`src/rtl/fl_pkg.sv`:
```
package fl_pkg;
  typedef enum logic [1:0] {
    ST_IDLE  = 2'd0,
    ST_REQ   = 2'd1,
    ST_DRAIN = 2'd2
  } fl_state_t;
endpackage

```
`src/rtl/fl_bank.sv`:
```
module fl_bank #(
  parameter int WORD_W = 16,
  parameter int WORDS  = 64,
  localparam int AW = $clog2(WORDS)
) (
  input  logic                    clk,
  input  logic                    rst,
  input  logic                    busy_i,
  input  logic                    we_i,
  input  logic [AW-1:0]           waddr_i,
  input  logic [WORD_W-1:0]       wdata_i,
  output logic [WORDS*WORD_W-1:0] flat_o
);
  logic [WORD_W-1:0] mem [WORDS];

  always_ff @(posedge clk) begin
    if (rst) begin
      for (int i = 0; i < WORDS; i++) mem[i] <= '0;
    end else if (we_i) begin
      mem[waddr_i] <= wdata_i;
    end
  end

  for (genvar g = 0; g < WORDS; g++) begin : g_flat
    assign flat_o[g*WORD_W +: WORD_W] = mem[g];
  end

  // bank contents frozen while a transfer is active
  a_r7_bank_frozen: assert property (@(posedge clk) disable iff (rst)
    busy_i |=> $stable(flat_o));
endmodule

```
`src/rtl/fl_ctrl.sv`:
```
module fl_ctrl
  import fl_pkg::*;
(
  input  logic clk,
  input  logic rst,
  input  logic glb_en_i,
  input  logic start_i,
  input  logic ack_i,
  output logic capture_o,
  output logic busy_o,
  output logic req_o
);
  fl_state_t st;

  assign busy_o    = (st != ST_IDLE);
  assign capture_o = glb_en_i && start_i && (st == ST_IDLE);

  always_ff @(posedge clk) begin
    if (rst || !glb_en_i) begin
      st    <= ST_IDLE;
      req_o <= 1'b0;
    end else begin
      unique case (st)
        ST_IDLE: if (start_i) begin
          st    <= ST_REQ;
          req_o <= 1'b1;
        end
        ST_REQ: if (ack_i) begin
          st    <= ST_DRAIN;
          req_o <= 1'b0;
        end
        ST_DRAIN: if (!ack_i) st <= ST_IDLE;
        default: begin
          st    <= ST_IDLE;
          req_o <= 1'b0;
        end
      endcase
    end
  end

  a_r5_req_holds: assert property (@(posedge clk) disable iff (rst)
    (req_o && !ack_i && glb_en_i) |=> req_o);
  a_r5_req_drops: assert property (@(posedge clk) disable iff (rst)
    (req_o && ack_i) |=> !req_o);
  a_r9_enable_abort: assert property (@(posedge clk) disable iff (rst)
    !glb_en_i |=> (!req_o && !busy_o));
  a_r4_req_needs_start: assert property (@(posedge clk) disable iff (rst)
    $rose(req_o) |-> $past(start_i));
endmodule

```
`src/rtl/fl_frame_reg.sv`:
```
module fl_frame_reg #(
  parameter int BUS_W = 1024
) (
  input  logic             clk,
  input  logic             rst,
  input  logic             cap_i,
  input  logic [BUS_W-1:0] d_i,
  output logic [BUS_W-1:0] q_o
);
  always_ff @(posedge clk) begin
    if (rst)        q_o <= '0;
    else if (cap_i) q_o <= d_i;
  end
endmodule

```
`src/rtl/fft_frame_loader.sv`:
```
module fft_frame_loader #(
  parameter int SAMPLE_W = 16,
  parameter int POINTS   = 32,
  localparam int PT_W  = $clog2(POINTS),
  localparam int WORDS = 2 * POINTS,
  localparam int WA_W  = PT_W + 1,
  localparam int BUS_W = WORDS * SAMPLE_W
) (
  input  logic                clk,
  input  logic                rst,
  input  logic                glb_en_i,
  input  logic                ld_en_i,
  input  logic [PT_W-1:0]     sel_i,
  input  logic                im_i,
  input  logic [SAMPLE_W-1:0] din_i,
  input  logic                start_i,
  input  logic                ack_i,
  output logic                req_o,
  output logic [BUS_W-1:0]    frame_o
);
  logic            busy, capture, we;
  logic [WA_W-1:0] waddr;
  logic [BUS_W-1:0] bank_flat;

  assign we    = glb_en_i && ld_en_i && !busy;
  assign waddr = {sel_i, im_i};

  fl_ctrl u_ctrl (
    .clk(clk), .rst(rst), .glb_en_i(glb_en_i), .start_i(start_i),
    .ack_i(ack_i), .capture_o(capture), .busy_o(busy), .req_o(req_o)
  );

  fl_bank #(.WORD_W(SAMPLE_W), .WORDS(WORDS)) u_bank (
    .clk(clk), .rst(rst), .busy_i(busy), .we_i(we), .waddr_i(waddr),
    .wdata_i(din_i), .flat_o(bank_flat)
  );

  fl_frame_reg #(.BUS_W(BUS_W)) u_frame (
    .clk(clk), .rst(rst), .cap_i(capture), .d_i(bank_flat), .q_o(frame_o)
  );

  // frame frozen while the handshake is in progress
  a_r6_bus_stable: assert property (@(posedge clk) disable iff (rst)
    busy |=> $stable(frame_o));
  // a rising request carries a freshly captured frame
  a_r4_frame_matches: assert property (@(posedge clk) disable iff (rst)
    $rose(req_o) |-> (frame_o == $past(bank_flat)));
endmodule

```
`config.mk`:
```
export PLATFORM = sky130hd
export DESIGN_NAME = fft_frame_loader
export DESIGN_NICKNAME = d
export VERILOG_FILES = /design/src/rtl/fl_pkg.sv /design/src/rtl/fl_bank.sv /design/src/rtl/fl_ctrl.sv /design/src/rtl/fl_frame_reg.sv /design/src/rtl/fft_frame_loader.sv
export SDC_FILE = /design/constraint.sdc
export NUM_CORES = 2
export LEC_CHECK = 0
export ABC_AREA = 1
export BUFFER_PORTS_ARGS = -buffer_cell sky130_fd_sc_hd__buf_2
export CAP_MARGIN = 20
export CORE_AREA = 2 2 405 407
export CTS_CLUSTER_DIAMETER = 80
export DETAILED_ROUTE_END_ITERATION = 12
export DIE_AREA = 0 0 407 409
export GPL_TIMING_DRIVEN = 0
export PLACE_DENSITY_LB_ADDON = 0.3
export SETUP_SLACK_MARGIN = 0.15
export SLEW_MARGIN = 20
export SYNTH_ARGS = -nofsm -noshare
export SYNTH_HDL_FRONTEND = slang
export SYNTH_SLANG_ARGS = --single-unit
```
`constraint.sdc`:
```
create_clock -name clk -period 2.5 [get_ports clk]
set_clock_uncertainty 0.15 [all_clocks]
set_input_delay 0.125 -clock clk [delete_from_list [all_inputs] [get_ports clk]]
set_output_delay 0.125 -clock clk [all_outputs]
set_load 0.01 [all_outputs]
```
== Word level (Yosys, flattened, before mapping) ==
Memories as Yosys holds them, arrays and structs flattened. A register that Yosys moved wholly into a read port is not among the register bits.
Index checks and enable logic that the tools add are counted.

* Register bits: 3
* Memory bits (writable): 1024
* Input port bits: 28
* Logic and storage cells: 36
* Memories kept: 1

{| class="wikitable"
|+ Memories
! name !! depth !! width !! read ports !! clocked after Yosys merged registers in !! write ports !! RTL line !! source
|-
| u_bank.mem || 64 || 16 || 64 || 64 || 64 || fl_bank.sv:14 || <nowiki>logic [WORD_W-1:0] mem [WORDS];</nowiki>
|}

* Equal/unequal tests: 5
* Mux-type cells: 15
* Bitwise gates (word level): 1
* Reduce and logical (&&, ||, !) cells: 12

{| class="wikitable"
|+ Operators by type and width
! cell !! count
|-
| 16-bit 2-to-1 mux || 1
|-
| 16-bit OR reduction || 1
|-
| 1-bit 2-to-1 mux || 8
|-
| 2-bit 2-to-1 mux || 3
|-
| 6-bit 2-to-1 mux || 1
|-
| 2-bit inequality test (second input constant) || 3
|-
| 2-bit one-hot mux with 3 select lines || 1
|-
| 3-bit AND reduction || 2
|-
| 1-bit logical AND || 4
|-
| 1-bit one-hot mux with 3 select lines || 1
|-
| 2-bit by 1-bit equality test with 1-bit output (second input constant) || 1
|-
| 2-bit equality test (second input constant) || 1
|-
| 1-bit logical NOT || 2
|-
| 2-bit logical NOT || 1
|-
| 2-bit nonzero test || 1
|-
| 1-bit logical OR || 1
|-
| 1-bit inverter || 1
|}

== Logic depth before layout (Yosys ltp) ==
* Word-level depth: 8
* Gate-level depth with buffers: 8
* Mapped depth without buffers: 6

== Cells and area by module ==
Synthesis repeated with hierarchy kept, for this count alone.

* Cells, all modules: 8931
* Area total of the unflattened synthesis: 78704.2 um^2

{| class="wikitable"
|+ By module, submodules not included
! module !! instances !! cells an instance !! area each (um^2)
|-
| fl_frame_reg || 1 || 6486 || 42121.6
|-
| fl_bank || 1 || 2421 || 36428.7
|-
| fl_ctrl || 1 || 22 || 143.9
|-
| fft_frame_loader || 1 || 2 || 10.0
|}

== Worst setup path before layout ==
Ideal clock, no wire load.

* Path type: reg2reg
* Start: register u_ctrl.st[0]
* End: memory u_bank.mem[1][0], enable pin
* Setup time: 0.372 ns
* Arrival time: 1.756 ns
* Data required time: 1.978 ns
* Slack: 0.223 ns
* Stages on the path, launching flop included: 8
* Buffers on the path: 2
* Clock period less this slack: 2.277 ns
* Cells stage by stage: dfxtp_1 inv_1 nand2_1 nor2_2 buf_2 nand4_1 clkbuf_1 nand2_1

{| class="wikitable"
|+ RTL lines
! item !! RTL line !! source
|-
| start, declared || fl_ctrl.sv:13 || <nowiki>fl_state_t st;</nowiki>
|-
| start signal, assigned || fl_ctrl.sv:20 || <nowiki>st <= ST_IDLE;</nowiki>
|-
| start signal, assigned || fl_ctrl.sv:25 || <nowiki>st <= ST_REQ;</nowiki>
|-
| start signal, assigned || fl_ctrl.sv:29 || <nowiki>st <= ST_DRAIN;</nowiki>
|-
| end, declared || fl_bank.sv:14 ||
|}

==> results.md <==
* Yosys warning count at 0
* Fin. max-slew vios at 0
* Initial Util at 0.440
* Crit path max fanout at 16
* Leak pwr at 0.0375 uW
* Peak supply drop at 721 uV
* DIE AREA at 166,000 um^2
* Max-cap violations at 0
* Synth Area in Compound Gates at 0.0722
* HPWL Detailed at around 180,000 um
* DP Area at 79,600 um^2
* Synth Area in Adders at 0
* Ports at 1,053
* Via density at roughly 5.3
* # rows at 148
* Die H at 409 um
* Main combinational cell family by area after synthesis: simple AND/OR/NAND/NOR gates
* CTS tree: done
* Root Buffer: clkbuf_16
* Largest net degree at the start of global routing at 17
* Crit path capture: u_bank.mem[28][7]$_SDFFCE_PN0P_
* GRT Total Usage at 0.300
* Hold slack at 0.0267 ns
* Register area share after synthesis at 0.720
* Post-Synth Simple-Gate Area at 0.176
* Status: finished clean
* First-pass GRT wire length at 355,000 um
* Mapped Cells at 6,859
* Number of unique standard cell types used by synthesis at 22
* Post-synthesis register bit count at 2,051
* # setup viols final at 0
* Startpoint types: flip-flop
* Setup CP Type: reg2reg
* Unrepaired setup endpoints after global routing: yes
* Area leader, netlist: edfxtp_1
* XOR/XNOR Fraction of Synth Area at 0
* Most frequent cells in the layout: nor2_1 (3,073), buf_2 (1,166), dfxtp_1 (1,027)
* Max H-tree Level at 4
* Commonest non-fill, non-tap cell in the layout: nor2_1
* Total wire length at 259,000 um
* Clock Path Buffers at 3
* Fin crit share at 0.970
* Clock Latency Late Sink at 0.86 ns
* Data arrival, critical path at 2.80 ns
* Synth top area share at 0.431
* Total gr overflow at 0
* Synth area leaders: edfxtp_1 (43%), dfxtp_1 (29%), nor2_1 (16%)
* Nets at about 8,300
* Core area at between 150,000 and 200,000 um^2
* Final min period at 2.42 ns
* Antenna violations before repair at 29
* Cell area power density at ~850 nW/um^2
* CTS sink cnt at around 2,100
* # DRC at 0
* RR Endpoint: u_bank.mem[28][7]$_SDFFCE_PN0P_
* Crit. Startpoint: u_ctrl.st[1]$_SDFFE_PP0P_
* Relative slew slack at 0.198
* GP Congestion at 0.892
* Peak Freq at 413 MHz
* Vias in the first global route at 51,600
* DR WL/cell at approximately 24 um
* Fin. Hold Viols at 0
* Mux cell area share after synthesis at 0
* Cell area after layout at 88,400 um^2
* Worst Hold Depth at 8
* # port buffers at 1,050
* Worst reg-to-reg path cell count at 8
* FF-to-FF Start: u_ctrl.st[1]$_SDFFE_PP0P_
* Slew @ Worst Pin at 1.20 ns
* Mean Syn Cell Area at just over 10 um^2
* Via count at around 56,000
* Post-DRT Antenna Nets at 0
* Crit path capture type: flip-flop
* DR pass1 iterations at 6
* Core Util, Final at 0.545
* Synthesized Nets at 6,887
* Clock slew at reported path FFs at 0.06 ns
* Worst EP required at 2.88 ns
* Share of cells above drive strength 1 at 0.213
* Die width at between 400 and 500 um
* Synthesis-to-finish area growth at 23.9%
* Worst min-delay path class: in2reg
* Synth Cell Area at 71,300 um^2
* First DRT Iteration DRCs at 5,794
* Reg2reg setup slack at 0.08 ns
* Num CTS Buffers at 200
==> metrics by stage <==
stage | setup slack, ns | total power [uW] | std cells | setup TNS, ns
after floorplan | 0.223 | 41400 | 6859 | 0
after global placement | -2.41 | 44700 | 10100 | -3535.26
after detailed placement | -1.48 | 44800 | 10100 | -2160.24
after CTS | -0.0587 | 74900 | 10600 | -3.82
after global routing | 0.0171 | 76900 | 10600 | 0
final | 0.0762 | 74800 | 10600 | 0
==> cell usage after synthesis <==
| cell type | number |
|---|---|
| nor2_1 | 3073 |
| dfxtp_1 | 1027 |
| o21ai_0 | 1025 |
| edfxtp_1 | 1024 |
| clkbuf_1 | 369 |
| buf_2 | 119 |
| nand2_1 | 101 |
| inv_2 | 17 |
| nand2_4 | 16 |
| nor2_2 | 13 |
| buf_4 | 12 |
| buf_6 | 12 |
| nand4_1 | 12 |
| nand4_2 | 12 |
| inv_1 | 11 |
| nand3_1 | 4 |
| a21oi_1 | 3 |
| nor2_4 | 3 |
| nand2_2 | 2 |
| nor2_8 | 2 |
| buf_1 | 1 |
| nand3_4 | 1 |
==> flip-flops by register name, summed over array words and instances (netlist names) <==
name          cells
u_bank.mem     1024
frame_o        1024
u_ctrl.st         2
u_ctrl.req_o      1
==> power by group <==
| part | total [uW] | internal [uW] | switching, uW |
|---|---|---|---|
| sequential | 37800 | 36900 | 945 |
| combinational | 6570 | 1910 | 4670 |
| clock | 30400 | 17200 | 13200 |
==> worst min-delay path by stage <==
stage | from | end | slack [ns]
3_3_place_gp | ack_i | u_ctrl.st[1]$_SDFFE_PP0P_ | 0.27
5_1_grt | rst | u_bank.mem[49][15]$_SDFFCE_PN0P_ | 0.02
3_5_place_dp | start_i | u_ctrl.req_o$_SDFFE_PP0P_ | 0.28
4_1_cts | sel_i[4] | u_bank.mem[56][15]$_SDFFCE_PN0P_ | 0.04
6_report | rst | u_bank.mem[49][15]$_SDFFCE_PN0P_ | 0.03
2_1_floorplan | ack_i | u_ctrl.st[1]$_SDFFE_PP0P_ | 0.13
==> worst max-delay path, cell delays in order (launching register included) <==
cell,delay [ns]
dfxtp_1,0.37
inv_1,0.11
nand2_1,0.09
nor2_4,0.11
buf_12,0.14
buf_6,0.24
nand4_2,0.30
clkbuf_2,0.32
nand2_4,0.24
==> timing repair <==
| item | CTS | global route |
|---|---|---|
| pin swaps | 13 | 6 |
| buffers inserted | 32 | 16 |
| resized for setup | 188 | 152 |
| setup endpoints to repair | 2560 | 1539 |
| hold endpoints to repair | 401 | 44 |
| gates cloned | 2 | 0 |
| hold buffers | 57 | 4 |
==> layer usage <==
layer / share of wire / global-route usage / vias up
met5: 0.000093 / 0 / -
met4: 0.063 / 0.166 / 4
li1: - / - / 25300
met3: 0.11 / 0.0880 / 572
met2: 0.45 / 0.465 / 2904
met1: 0.37 / 0.377 / 26800
==> layout make-up <==
class | instances | area (um^2)
flip-flops and latches | 2051 | 51300
clock buffers | 297 | 5810
inverters | 28 | 110
fillers | 14100 | 73700
plain buffers | 508 | 2450
clock inverters | 84 | 873
multi-input cells | 4269 | 18400
well taps | 2175 | 2720
diodes | 15 | 37.5
repair buffers | 1170 | 6610
==> logic make-up after synthesis <==
logic type	after synthesis
buffers and inverters	541
and+or+nand+nor	3239
AOI/OAI and AO/OA	1028
DFF	2051
(Power assumes the default switching activity.)
